===== config.mk =====
export PLATFORM = sky130hd
export DESIGN_NAME = lsw_seq_top
export DESIGN_NICKNAME = d
export VERILOG_FILES = /design/src/rtl/lsw_seq_pkg.sv /design/src/rtl/lsw_tick_timer.sv /design/src/rtl/lsw_mode_reg.sv /design/src/rtl/lsw_seq_top.sv
export SDC_FILE = /design/constraint.sdc
export NUM_CORES = 1
export LEC_CHECK = 0
export BUFFER_PORTS_ARGS = -buffer_cell sky130_fd_sc_hd__buf_4
export CAP_MARGIN = 5
export CORE_MARGIN = 2
export CORE_UTILIZATION = 33
export DETAILED_ROUTE_END_ITERATION = 16
export HOLD_SLACK_MARGIN = 0.02
export PLACE_DENSITY = 0.57
export SYNTH_ARGS = -nofsm -noshare
export SYNTH_HDL_FRONTEND = slang
export SYNTH_SLANG_ARGS = --single-unit

===== constraint.sdc =====
create_clock -name clk -period 4.6 [get_ports clk]
set_input_delay 0.46 -clock clk [delete_from_list [all_inputs] [get_ports clk]]
set_output_delay 0.46 -clock clk [all_outputs]
set_load 0.03 [all_outputs]

===== src/rtl/lsw_seq_pkg.sv =====
package lsw_seq_pkg;

  typedef enum logic [2:0] {
    S_IDLE, S_DEBOUNCE, S_START, S_RUN, S_RETRY, S_THERM, S_LATCH
  } seq_state_t;

  typedef enum logic [1:0] {
    M_LATCH = 2'b00,
    M_RETRY = 2'b01,
    M_CONT  = 2'b10
  } fault_mode_t;

  // select code to fault mode: upper bit set means continuous
  function automatic fault_mode_t decode_mode(input logic [1:0] sel);
    if (sel[1])      return M_CONT;
    else if (sel[0]) return M_RETRY;
    else             return M_LATCH;
  endfunction

  // configuration code to multiplier code: 11 folds onto 2x
  function automatic logic [1:0] boost_code(input logic [1:0] cfg);
    return (cfg == 2'b11) ? 2'b10 : cfg;
  endfunction

endpackage


===== src/rtl/lsw_tick_timer.sv =====
module lsw_tick_timer #(
  parameter int W = 11
) (
  input  logic         clk,
  input  logic         rst_n,
  input  logic         clr,
  input  logic         tick,
  input  logic [W-1:0] limit,
  output logic [W-1:0] cnt,
  output logic         expire
);
  localparam logic [W-1:0] CNT_MAX = {W{1'b1}};

  always_ff @(posedge clk) begin
    if (!rst_n || clr)               cnt <= '0;
    else if (tick && cnt != CNT_MAX) cnt <= cnt + 1'b1;
  end

  // last tick of a window of 'limit' ticks
  assign expire = tick && (cnt == limit - 1'b1);

endmodule


===== src/rtl/lsw_mode_reg.sv =====
module lsw_mode_reg
  import lsw_seq_pkg::*;
(
  input  logic        clk,
  input  logic        rst_n,
  input  logic        force_cont,
  input  logic        sample,
  input  logic [1:0]  sel,
  output fault_mode_t mode
);
  always_ff @(posedge clk) begin
    if (!rst_n || force_cont) mode <= M_CONT;
    else if (sample)          mode <= decode_mode(sel);
  end
endmodule


===== src/rtl/lsw_seq_top.sv =====
module lsw_seq_top
  import lsw_seq_pkg::*;
#(
  parameter int DEB_TICKS   = 2,
  parameter int STI_TICKS   = 24,
  parameter int STO_TICKS   = 1200,
  parameter int BLANK_TICKS = 24,
  parameter int RETRY_RATIO = 30
) (
  input  logic       clk,
  input  logic       rst_n,
  input  logic       tick_ms,
  input  logic       enable,
  input  logic       clear_fault,
  input  logic       oc_det,
  input  logic       out_charged,
  input  logic       therm_sd,
  input  logic       therm_ok,
  input  logic [1:0] mode_sel,
  input  logic [1:0] boost_cfg,
  output logic       sw_on,
  output logic [1:0] ilim_mult,
  output logic       latched_off,
  output logic       retry_active
);
  localparam int RETRY_TICKS = BLANK_TICKS * RETRY_RATIO;
  localparam int LONGEST     = (STO_TICKS > RETRY_TICKS) ? STO_TICKS : RETRY_TICKS;
  localparam int CNT_W       = $clog2(LONGEST + 1);

  seq_state_t   state, state_nx;
  fault_mode_t  mode;
  logic [CNT_W-1:0] tmr_cnt, tmr_limit;
  logic tmr_expire, tmr_clr;
  logic blank_done, run_cont, enter_start, start_ok;

  // ---------------- interval selection ----------------
  always_comb begin
    case (state)
      S_DEBOUNCE: tmr_limit = CNT_W'(DEB_TICKS);
      S_START:    tmr_limit = CNT_W'(STO_TICKS);
      S_RUN:      tmr_limit = CNT_W'(BLANK_TICKS);
      S_RETRY:    tmr_limit = CNT_W'(RETRY_TICKS);
      default:    tmr_limit = CNT_W'(LONGEST);
    endcase
  end

  assign tmr_clr = (state_nx != state) || (state == S_RUN && !oc_det);

  lsw_tick_timer #(.W(CNT_W)) u_timer (
    .clk(clk), .rst_n(rst_n), .clr(tmr_clr), .tick(tick_ms),
    .limit(tmr_limit), .cnt(tmr_cnt), .expire(tmr_expire)
  );

  // named events
  assign blank_done  = (state == S_RUN) && oc_det && tmr_expire && (mode != M_CONT);
  assign run_cont    = (state == S_RUN) && (mode == M_CONT);
  assign enter_start = (state_nx == S_START) && (state != S_START);
  assign start_ok    = (state == S_START) && (state_nx == S_RUN);

  lsw_mode_reg u_mode (
    .clk(clk), .rst_n(rst_n), .force_cont(enter_start),
    .sample(start_ok), .sel(mode_sel), .mode(mode)
  );

  // ---------------- sequencing ----------------
  always_comb begin
    state_nx = state;
    if (!enable || clear_fault) begin
      state_nx = S_IDLE;
    end else begin
      case (state)
        S_IDLE:     state_nx = S_DEBOUNCE;
        S_DEBOUNCE: if (tmr_expire) state_nx = S_START;
        S_START: begin
          if (therm_sd)        state_nx = S_THERM;
          else if (tmr_expire) state_nx = out_charged ? S_RUN : S_LATCH;
        end
        S_RUN: begin
          if (therm_sd)        state_nx = (mode == M_LATCH) ? S_LATCH : S_THERM;
          else if (blank_done) state_nx = (mode == M_LATCH) ? S_LATCH : S_RETRY;
        end
        S_RETRY:    if (tmr_expire) state_nx = S_START;
        S_THERM:    if (therm_ok && !therm_sd)
                      state_nx = (mode == M_RETRY) ? S_RETRY : S_DEBOUNCE;
        S_LATCH:    state_nx = S_LATCH;
        default:    state_nx = S_IDLE;
      endcase
    end
  end

  always_ff @(posedge clk) begin
    if (!rst_n) state <= S_IDLE;
    else        state <= state_nx;
  end

  assign sw_on        = (state == S_START) || (state == S_RUN);
  assign ilim_mult    = (state == S_START && tmr_cnt < CNT_W'(STI_TICKS))
                        ? boost_code(boost_cfg) : 2'b00;
  assign latched_off  = (state == S_LATCH);
  assign retry_active = (state == S_RETRY);

  // ---------------- assertions ----------------
  p_enable_low_off_r1: assert property (@(posedge clk) disable iff (!rst_n)
    !$past(enable) |-> !sw_on);

  p_mult_stays_1x_r2: assert property (@(posedge clk) disable iff (!rst_n)
    (sw_on && $past(sw_on) && $past(ilim_mult) == 2'b00) |-> ilim_mult == 2'b00);

  p_retry_entry_r5: assert property (@(posedge clk) disable iff (!rst_n)
    $rose(retry_active) |-> $past(blank_done || therm_ok));

  p_latch_hold_r6: assert property (@(posedge clk) disable iff (!rst_n)
    ($past(latched_off) && $past(enable) && !$past(clear_fault)) |-> latched_off);

  p_retry_to_startup_r7: assert property (@(posedge clk) disable iff (!rst_n)
    ($fell(retry_active) && $past(enable) && !$past(clear_fault)) |-> sw_on);

  p_cont_stays_on_r8: assert property (@(posedge clk) disable iff (!rst_n)
    $past(run_cont && enable && !clear_fault && !therm_sd) |-> sw_on);

endmodule


Word level (Yosys, flattened, before mapping)
Cells that the tools add are included.
W data, S select, Z words.

operators by class
  equal/unequal tests = 15
  add/sub/neg operators = 2
  order comparisons = 1
  mux-type cells = 17
  reduce and logical (&&, ||, !) cells = 22

operators with widths
  cell                     count
  $pmux W11 S3             1
  $mux W3                  9
  $pmux W3 S6              1
  $eq A3 B2 Y1 const B     4
  $add A11 B1 Y11 const B  1
  $eq A11 B11 Y1           1
  $lt A11 B5 Y1 const B    1
  $ne A11 B11 Y1 const B   1
  $sub A11 B1 Y11 const B  1
  $logic_and A1 B1 Y1      10
  $mux W2                  5
  $eq A3 B3 Y1 const B     3
  $logic_or A1 B1 Y1       5
  $logic_not A1 Y1         4
  $eq A3 B1 Y1 const B     1
  $logic_not A3 Y1         1
  $ne A3 B2 Y1 const B     1
  $ne A3 B3 Y1             1
  $eq A2 B1 Y1 const B     1
  $eq A2 B2 Y1 const B     1
  $logic_not A2 Y1         1
  $ne A2 B2 Y1 const B     1
  $reduce_or A2 Y1         1
  $mux W1                  1

storage, ports and cells
  input bits = 13
  word-level logic and storage cells = 60
  bits in registers = 16
  output and inout bits = 5

Logic depth before layout (Yosys ltp)
Gate-level depths: netlist (run 1).

  depth after elaboration = 14
  depth in mapped cells = 10
  gate-level depth less buffers = 7

Cells and area by module
A second synthesis (run 1) with hierarchy kept.

second synthesis, totals
  cell total of the unflattened synthesis = 188
  area, all modules = 1472.7 µm²

by module, submodules not included
  module          cells an instance  sequential area each (µm²)  instances  area an instance (µm²)
  lsw_tick_timer  109                220.2                       1          878.3
  lsw_seq_top     71                 60.1                        1          514.2
  lsw_mode_reg    8                  40.0                        1          80.1

Worst setup path after synthesis (run 1)
OpenSTA, ideal clock, no wires.

  path type = reg2reg
  start = reg state[1]
  end = reg u_mode.mode[0]
  setup slack = 2.294 ns
  required time = 4.485 ns
  period minus slack after synthesis = 2.306 ns
  path buffers = 1
  arrival time = 2.190 ns
  library setup time = 0.115 ns
  cell stages (with the launch flop) = 9
  cells stage by stage = dfxtp_1 > buf_2 > nor3b_4 > mux2i_1 > o2111ai_4 > or2_4 > a211oi_2 > a41oi_1 > nor2b_1

on the way
  cells in the longest elaborated chain, start to end = 14
  elaborated cells between the ends (all ways) = 29
  classes of those cells = add/sub: 1; eq/ne: 10; mux: 9; reduce/logical: 9

RTL lines
  what                              line                  text
  start, declared                   lsw_seq_top.sv:30     seq_state_t state, state_nx;
  start signal, assigned            lsw_seq_top.sv:93     else state <= state_nx;
  $eq A3 B3 Y1 *                    n/a
  net retry_active                  lsw_seq_top.sv:24     output logic retry_active
  $pmux W11 S3                      lsw_seq_top.sv:38     case (state)
  $sub A11 B1 Y11                   lsw_tick_timer.sv:20  assign expire = tick && (cnt == limit - 1'b1);
  $eq A11 B11 Y1                    lsw_tick_timer.sv:20
  $logic_and A1 B1 Y1               lsw_tick_timer.sv:20
  $logic_and A1 B1 Y1 (2 in a row)  lsw_seq_top.sv:55     assign blank_done = (state == S_RUN) && oc_det && tmr_expire && (mode != M_CONT);
  $mux W3                           lsw_seq_top.sv:80     else if (blank_done) state_nx = (mode == M_LATCH) ? S_LATCH : S_RETRY;
  $mux W3                           lsw_seq_top.sv:79     if (therm_sd) state_nx = (mode == M_LATCH) ? S_LATCH : S_THERM;
  $pmux W3 S6 *                     lsw_seq_top.sv:71     case (state)
  $mux W3 *                         lsw_seq_top.sv:68     if (!enable || clear_fault) begin
  $eq A3 B2 Y1                      lsw_seq_top.sv:57     assign enter_start = (state_nx == S_START) && (state != S_START);
  $logic_and A1 B1 Y1               lsw_seq_top.sv:57
  $logic_or A1 B1 Y1                lsw_mode_reg.sv:12    if (!rst_n || force_cont) mode <= M_CONT;
  end signal, assigned              lsw_mode_reg.sv:13    else if (sample) mode <= decode_mode(sel);
  end, declared                     lsw_mode_reg.sv:9     output fault_mode_t mode

The timed path passes the listed nets; every way through them passes the cells marked *.
A chain may end at the register's enable or synchronous reset.

Worst setup path after layout (run 1)
  start = reg state[0]
  end = reg u_mode.mode[0]

on the way
  cells in the longest elaborated chain, start to end = 14
  elaborated cells between the ends (all ways) = 29
  classes of those cells = add/sub: 1; eq/ne: 10; mux: 9; reduce/logical: 9

RTL lines
  what                                  line
  $eq A3 B3 Y1 (tied with other cells)  lsw_seq_top.sv:38, lsw_seq_top.sv:71
  $pmux W11 S3                          lsw_seq_top.sv:38
  $sub A11 B1 Y11                       lsw_tick_timer.sv:20
  $eq A11 B11 Y1                        lsw_tick_timer.sv:20
  $logic_and A1 B1 Y1                   lsw_tick_timer.sv:20
  $logic_and A1 B1 Y1 (2 in a row)      lsw_seq_top.sv:55
  $mux W3                               lsw_seq_top.sv:80
  $mux W3                               lsw_seq_top.sv:79
  $pmux W3 S6                           lsw_seq_top.sv:71
  $mux W3                               lsw_seq_top.sv:68
  $eq A3 B2 Y1                          lsw_seq_top.sv:57
  $logic_and A1 B1 Y1                   lsw_seq_top.sv:57
  $logic_or A1 B1 Y1                    lsw_mode_reg.sv:12

Several ways; a longest one is shown, not always the timed one.

==> results.md, run 1 <==
* Status: finished clean
* Core area at around 3700 sq um
* Worst skew pair latency at 0.25 ns
* Initial antenna violation count at 0
* Final antenna-violating net count at 0
* Ant diodes at 0
* Clock Pin Slew Worst Setup and Hold Paths at 0.07 ns
* Worst relative slew slack at 58.57%
* DRC Markers at 0
* PwrDens at roughly 200 nW/um^2
* Sequential share of the synthesized area at around a quarter
* Starting Density at roughly a third
* GRT Util Overall at 14.51%
* GRT Residual Overflow at 0
* Drt first pass iters at 4
* H-tree depth at 1
* CTS Hold Bufs at 0
* Fin crit share at 57.95%
* Clock skew at 0.002406 ns
* Drt initial violations at 40
* IO Pins at 18
* Post-Syn Area per Cell at a little over 7 sq um
* Req. time, crit path at between 4 and 5 ns
* Avg WL per Cell at around 12 um
* Syn Inst Count at ~180
* Vias per Instance at around 5.3
* RSZ-0062 raised after global routing: no
* CP endpoint kind: flip-flop
* Longest Clk Path Bufs at 2
* Fin area at 1499 sq um
* Worst Hold Margin at roughly 0.51 ns
* Die Wd at 67.01 um
* Min-delay worst type: in -> reg
* Net Sw Frac at 24.08%
* Die Ht at 67.01 um
* Via count at 1270
* Minimum clock period at between 2 and 3 ns
* Pleak at 0.5156 nW
* Setup bufs post-CTS at 0
* Reg2Reg Setup Slack at 1.93 ns
* Synthesized cell area at 1310 sq um
* Fin nets at around 210
* Maximum number of pins on one net before global-route repair at 21
* Max cap viols at 0
* TNS Setup at 0 ns
* Synth warnings at 0
* #FFs+latches synth at 16
* Syn_nets at between 150 and 200
* Port Buffers at 17
* Seq pwr share at a little under half
* Total Routed Length at around 3000 um
* Area growth syn-to-layout at 14.42%
* Switching pwr at 0.00007374 W
* CTS Buf Count at 3
* Grt peak-use layer: met2
* RePlAce Congestion at between 0.8 and 0.9
* Worst-Margin Slew at approximately 0.61 ns
* Share of layout cells above drive strength 1 at roughly 16%
* Die area at roughly 4500 sq um
* Combinational power share at 11.2%
* Vias in the first global route at roughly 1.1k
* HPWL after DPL at between 2000 and 2500 um
* M2 GR Usage at a little over a fifth
* Endpoints failing setup at 0
* CTS tree: yes
* Met3 GRT Util at 3.547%
* Slew Limit Fails at 0
* Yosys cell types at 49
* Final Hold Viols at 0
* First-pass GRT wire length at between 4000 and 5000 um
* Met1 GRT Util at just over 20%
* Clock Sinks at 16
* Clock network fraction of total power at roughly two fifths
* VDD IR max at roughly 180 uV
* # rows at 22
* WP data arrival at around 2.8 ns
* Dpl cell area at 1444 sq um
* Maximum clock rate at around 380 MHz
* Worst Path Max Fanout at 18
* Clock root buffer: clkbuf_8
* Resize count post-CTS at 0
* CP Class: reg -> reg
* CP Launch Type: flip-flop
* Internal power at approximately 0.00023 W
[registers in the layout (all words and copies together) (netlist names)]
signal / flops
u_timer.cnt: 11
state: 3
u_mode.mode: 2
[cell usage after synthesis, drive strengths merged]
cell     number  share of area, %
nor2         27               7.7
and4          1              0.67
nand3         7               3.1
a211o         2               1.3
nand3b        1              0.57
nor2b         6               2.9
and2b         1              0.57
o31a          1              0.67
and3          4               1.9
mux2i         3               2.3
o21ai        13               5.3
a41oi         2               1.3
a2bb2oi       1              0.67
xnor2         7               4.7
or2           3               1.6
a31oi         3               1.4
nand4bb       1              0.86
a32oi         1              0.67
nand2b        4               1.9
nor3b         4               3.2
a21boi        1              0.57
or4           1              0.57
or4b          1               1.1
dfxtp        16                24
and2          2              0.95
nand2        21               6.0
inv           9               2.6
nor4          4               1.9
a211oi        1              0.95
ha            1              0.95
a21oi         7               2.7
buf           6               3.2
o21a          3               1.7
xor2          1              0.67
o2111ai       2               2.7
nor3          6               2.7
clkbuf        3              0.86
a311oi        1              0.67
a21o          1              0.57
nand4         2              0.95
[per-stage QoR]
step	utilization [%]	power (W)	worst slack, ns	std cells
floorplan	-	0.0001678	2.294	181
global placement	38.57	0.0001813	1.916	237
detailed placement	38.57	0.0001810	1.942	237
CTS	40.04	0.0003082	1.927	241
global route	40.04	0.0003180	1.705	241
finish	40.04	0.0003062	1.934	241
[placed cells by master, fill, tap and decap left out, drive strengths merged, types with 2 or more instances in the layout]
master / count
nor3b: 4
a41oi: 2
nor4: 4
mux2i: 3
nand4: 2
nand3: 7
a21oi: 7
buf: 17
a211o: 2
nand2: 21
nor2b: 6
clkbuf: 4
nor3: 6
o21ai: 13
nand2b: 4
inv: 9
nor2: 27
o2111ai: 2
xnor2: 7
or2: 3
and2: 2
and3: 4
dfxtp: 16
a31oi: 3
o21a: 3
[area by class of cell]
class	count	area [sq um]
tap	48	60.06
sequential	16	320.3
timing repair buffer	17	127.6
inverter	9	33.78
multi-input combinational	147	902.1
clock buffer	4	55.05
fill	408	2245
[power groups by stage]
stage          combinational (W)  sequential, W  clock (W)
6_report               0.0000344       0.000144   0.000128
3_5_place_dp           0.0000344       0.000147          0
5_1_grt                0.0000384       0.000144   0.000136
3_3_place_gp           0.0000346       0.000147          0
4_1_cts                0.0000345       0.000143   0.000130
2_1_floorplan          0.0000232       0.000145          0
[critical path, cell delays in order, from the launching register on]
cell and delay, ns:
dfxtp_1 0.71, and2b_1 0.44, mux2i_1 0.28, a32oi_1 0.23, or2_4 0.31, a211oi_2 0.23, a41oi_1 0.19, nor2b_1 0.17
[path summary, 6_finish.rpt]
kind,start,to,cells after the start
worst min register to register,u_mode.mode[0],u_mode.mode[0],2
worst max-delay path,state[0],u_mode.mode[0],7
worst min-delay path,rst_n,u_mode.mode[1],4
worst max register to register,state[0],u_mode.mode[0],7
[layer usage]
metal / routed length [um] / part of all wire, %
met1: 1527 / 51
met2: 1299 / 43
met3: 143 / 4.8
met4: 29 / 0.97
met5: 0 / 0
[cell families after synthesis]
| family | after synthesis | synth area share, % |
|---|---|---|
| buffers and inverters | 18 | 6.685 |
| flip-flops | 16 | 24.45 |
| multiplexers | 3 | 2.292 |
| AND/OR/NAND/NOR | 96 | 39.06 |
| XOR/XNOR | 8 | 5.349 |
| adder cells (fa/ha/maj) | 1 | 0.9550 |
| AO/OA/AOI/OAI | 39 | 21.21 |
(Power assumes the default switching activity.)
==> run 2: changes to the inputs <==
clock period = 2.57 ns   (was 4.6 ns; I/O delays follow)
==> results.md, run 2 (synthesis results as in run 1) <==
* Slowest CP cell: a32oi_1
* TNS Setup at 0 ns
* Port Buffers at 17
* IO Pins at 18
* PwrDens at 362.0 nW/um^2
* Final Hold Viols at 0
* CTS Hold Bufs at 0
* Drt initial violations at approximately 110
* Starting Density at between 30% and 40%
* GRT Residual Overflow at 0
* Endpoints failing setup at 0
* DRC Markers at 0
* CTS Buf Count at 3
* Largest reg by FF count: u_timer.cnt
* Vias in the first global route at 1109
* Minimum clock period at roughly 2.4 ns
* CP Class: reg -> reg
* Max cap viols at 0
* Die Ht at ~67 um
* Most frequent cells in the layout: nor2_1 (27), nand2_1 (21), buf_4 (21)
* Placed Cells at about 240
* Core area at 3744 sq um
* Dpl cell area at around 1500 sq um
* Non-Filler Instances at approximately 250
* WP data arrival at roughly 2.6 ns
* First-pass GRT wire length at 5002 um
* Reg2Reg Setup Slack at roughly 0.19 ns
* Status: finished clean
* Crit path largest cell delay at approximately 0.50 ns
* Ant diodes at 0
* Min-delay worst type: in -> reg
* CTS tree: yes
* Most common cell after layout, fill and taps aside: nor2_1
* Vias per Instance at between 5 and 6
* Clock Sinks at 16
* Fin area at roughly 1500 sq um
* Worst Hold Margin at 0.2981 ns
* Req. time, crit path at roughly 2.7 ns
* VDD IR max at about 150 uV
* # rows at 22
* Fin crit share at 92.54%
* Drt first pass iters at 4
* Resize count post-CTS at 0
* Avg WL per Cell at 12.58 um
* GRT Util Overall at roughly 15%
* Worst skew pair latency at approximately 0.26 ns
* Initial antenna violation count at 0
* Pwr Total at about 0.00055 W
* Total Routed Length at 3081 um
* Clock Pin Slew Worst Setup and Hold Paths at ~0.070 ns
* Final antenna-violating net count at 0
* Biggest regs: u_timer.cnt x11, state x3, u_mode.mode x2
* Die area at roughly 4500 sq um
* Die Wd at 67.01 um
* Worst relative slew slack at between 60% and 70%
* Share of layout cells above drive strength 1 at about 18%
* Buf/Inv on CP at 0
* Maximum number of pins on one net before global-route repair at 16
* Worst-Margin Slew at slightly below 0.6 ns
* Pleak at roughly 0.54 nW
* Via count at 1259
* H-tree depth at 1
* Slew Limit Fails at 0
* RSZ-0062 raised after global routing: no
* Maximum clock rate at 420.5 MHz
* CP Cell Sequence: and2b_1, mux2i_1, a32oi_1, or2_4, o21a_1, nand3_2, nor3b_1
* Worst Path Max Fanout at 11
* RePlAce Congestion at 0.9149
* HPWL after DPL at between 2000 and 2500 um
* Clock skew at roughly 0.0067 ns
* Clock root buffer: clkbuf_8
* CP endpoint kind: flip-flop
* Area growth syn-to-layout at 16.71%
* CP Launch Type: flip-flop
* Delay-heaviest family, CP: simple AND/OR/NAND/NOR gates
* Max reg flops at 11
* Setup bufs post-CTS at 0
* Longest Clk Path Bufs at 2
* Fin nets at roughly 210
==> run 2: cell types whose count changed in the layout (fill, tap and decap cells not counted) <==
cell,previous run,this run
buf_4,17,21
==> run 2: layer usage <==
metal  up-vias  GRT usage, %  share of wire [%]
li1        670             -                  -
met1       551         21.57                 52
met2        31         20.79                 41
met3         7         2.027                4.6
met4         0         6.888                2.0
met5         -             0                  0
==> run 2: area by class of cell <==
cell class / count / area (sq um)
Sequential cell: 16 / 320.3
Fill cell: 411 / 2215
Timing Repair Buffer: 21 / 157.7
Inverter: 9 / 33.78
Multi-Input combinational cell: 147 / 902.1
Clock buffer: 4 / 55.05
Tap cell: 48 / 60.06
==> run 2: where the power goes <==
part / switching (W) / leakage (nW) / internal, W
Sequential: 0.00000358 / 0.129 / 0.000251
Clock: 0.0000971 / 0.0288 / 0.000136
Combinational: 0.0000355 / 0.379 / 0.0000302
Total: 0.000136 / 0.537 / 0.000417
==> run 2: final timing paths <==
check / startpoint / to / depth (start not counted)
worst max-delay path: state[0] / u_timer.cnt[2] / 7
worst min-delay path: rst_n / u_mode.mode[1] / 4
worst max register to register: state[0] / u_timer.cnt[2] / 7
worst min register to register: u_mode.mode[1] / u_mode.mode[1] / 2
==> run 2: through the flow <==
stage / setup WS, ns / util [%]
6_report: 0.1916 / 40.84
5_1_grt: 0.003258 / 40.84
4_1_cts: 0.2075 / 40.84
3_5_place_dp: 0.2359 / 39.37
3_3_place_gp: 0.2133 / 39.37
2_1_floorplan: 0.2644 / -
==> run 2: worst reg2reg max path: cells and delay by family, from the launching register on <==
family	cells	cell delay (ns)
flip-flops	1	0.42
AND/OR/NAND/NOR	4	1.09
multiplexers	1	0.15
AO/OA/AOI/OAI	2	0.64
==> run 3: changes to the inputs <==
PLACE_DENSITY = 0.59   (was 0.57)
clock period = 2.02 ns   (was 2.57 ns; I/O delays follow)
==> results.md, run 3 (synthesis results as in run 1) <==
* Avg WL per Cell at approximately 13 um
* Top sig layer: met4
* H-tree depth at 1
* Most common cell after layout, fill and taps aside: buf_4
* GRT Residual Overflow at 0
* VDD IR max at about 210 uV
* Min-delay worst type: in -> reg
* Total Routed Length at 3562 um
* CP endpoint kind: flip-flop
* Maximum clock rate at a little under 500 MHz
* Non-Filler Instances at 270
* Fin nets at roughly 240
* CP Class: reg -> reg
* First-pass GRT wire length at approximately 5400 um
* Port Buffers at 17
* CP Launch Type: flip-flop
* Worst-Margin Slew at roughly 0.40 ns
* Final antenna-violating net count at 0
* Endpoints failing setup at 2
* Drt first pass iters at 4
* Worst relative slew slack at between 70% and 80%
* Die Wd at approximately 67 um
* Clock Sinks at 16
* WP data arrival at between 2 and 2.5 ns
* Minimum clock period at 2.055 ns
* Register area at approximately 320 sq um
* Met3 wire length at between 150 and 200 um
* Placed Cells at roughly 260
* Fin crit share at 101.7%
* Area growth syn-to-layout at 39.06%
* CTS tree: yes
* DRC Markers at 0
* # rows at 22
* Biggest regs: u_timer.cnt x11, state x3, u_mode.mode x2
* Initial antenna violation count at 0
* Most frequent cells in the layout: buf_4 (42), nor2_1 (26), nand2_1 (21)
* Die area at 4490 sq um
* Final core utilization at 48.66%
* Fill count at a little under 400
* HPWL after DPL at between 2000 and 3000 um
* Drt initial violations at 47
* Slew Limit Fails at 0
* Via count at about 1.4k
* IO Pins at 18
* Req. time, crit path at about 2.2 ns
* RePlAce Congestion at 0.8725
* Final Hold Viols at 0
* Core area at 3744 sq um
* Worst Path Max Fanout at 7
* Starting Density at approximately a third
* CTS Buf Count at 3
* Max reg flops at 11
* Worst Setup Slack, final at -0.03467 ns
* Worst skew pair latency at 0.26 ns
* Area of the multi-input gates at between 1000 and 1500 sq um
* Status: finished, violations left
* Dpl cell area at around 1600 sq um
* Clock skew at ~0.0042 ns
* Ant diodes at 0
* Maximum number of pins on one net before global-route repair at 18
* Routed wl met2 at around 1600 um
* Clock root buffer: clkbuf_8
* PwrDens at 395.3 nW/um^2
* Longest Clk Path Bufs at 2
* GRT Util Overall at between 10% and 20%
* Die Ht at roughly 67 um
* Largest reg by FF count: u_timer.cnt
* Vias in the first global route at between 1k and 1.5k
* Pleak at around 0.67 nW
* Failing checks: setup timing
* Max cap viols at 0
* Fin area at between 1500 and 2000 sq um
* Met1 wire length at 1714 um
* Share of layout cells above drive strength 1 at around a third
* Vias per Instance at approximately 5.2
* Clock Pin Slew Worst Setup and Hold Paths at 0.07 ns
* RSZ-0062 raised after global routing: yes
## run 3: critical path, stage by stage, from the launching register on
cell and delay, ns:
dfxtp_1 0.32, or4b_4 0.53, o21ai_2 0.09, o2111ai_4 0.18
or2_4 0.31, a211oi_4 0.23, a41oi_2 0.13, nor2b_1 0.15
## run 3: per-stage QoR
| step | TNS [ns] | power, W | hold slack (ns) | worst slack, ns |
|---|---|---|---|---|
| 2_1_floorplan | -2.744 | 0.0003845 | 0.3419 | -0.2660 |
| 3_3_place_gp | -0.1104 | 0.0004209 | 0.5050 | -0.05305 |
| 3_5_place_dp | -0.1350 | 0.0004208 | 0.5004 | -0.05442 |
| 4_1_cts | -0.03333 | 0.0007141 | 0.2404 | -0.02678 |
| 5_1_grt | -0.9639 | 0.0007404 | 0.2749 | -0.1134 |
| 6_report | -0.06793 | 0.0007202 | 0.2432 | -0.03467 |
## run 3: worst paths after layout
kind	from	endpoint	slack (ns)	cells past startpoint
worst min-delay path	rst_n	u_mode.mode[1]	0.24	4
worst max register to register	u_timer.cnt[3]	u_mode.mode[0]	-0.03	7
worst max-delay path	u_timer.cnt[3]	u_mode.mode[0]	-0.03	7
worst min register to register	u_mode.mode[1]	u_mode.mode[1]	0.55	2
## run 3: timing repair
item,4_1_cts,5_1_grt
setup endpoints to repair,13,16
hold endpoints to repair,0,0
gates resized for setup,5,17
hold buffers,0,0
buffers inserted,1,7
pin swaps,1,4
gates cloned,0,1
## run 3: power by group
| group | total [W] | internal (W) | switching, W |
|---|---|---|---|
| logic | 0.000104 | 0.0000501 | 0.0000538 |
| clock network | 0.000292 | 0.000173 | 0.000119 |
| registers | 0.000324 | 0.000319 | 0.00000475 |
## run 3: cell type report
| cell class | count | share of cell area [%] |
|---|---|---|
| Timing Repair Buffer | 45 | 19.16 |
| Clock buffer | 4 | 3.022 |
| Sequential cell | 16 | 17.72 |
| Inverter | 9 | 1.854 |
| Multi-Input combinational cell | 148 | 54.94 |
| Tap cell | 48 | 3.297 |
## run 3: layer usage
metal  GRT usage (%)  vias to the layer above
met5               0                        -
met4           5.102                        0
met3           2.534                        5
met2           23.76                       36
met1           22.19                      656
li1                -                      719
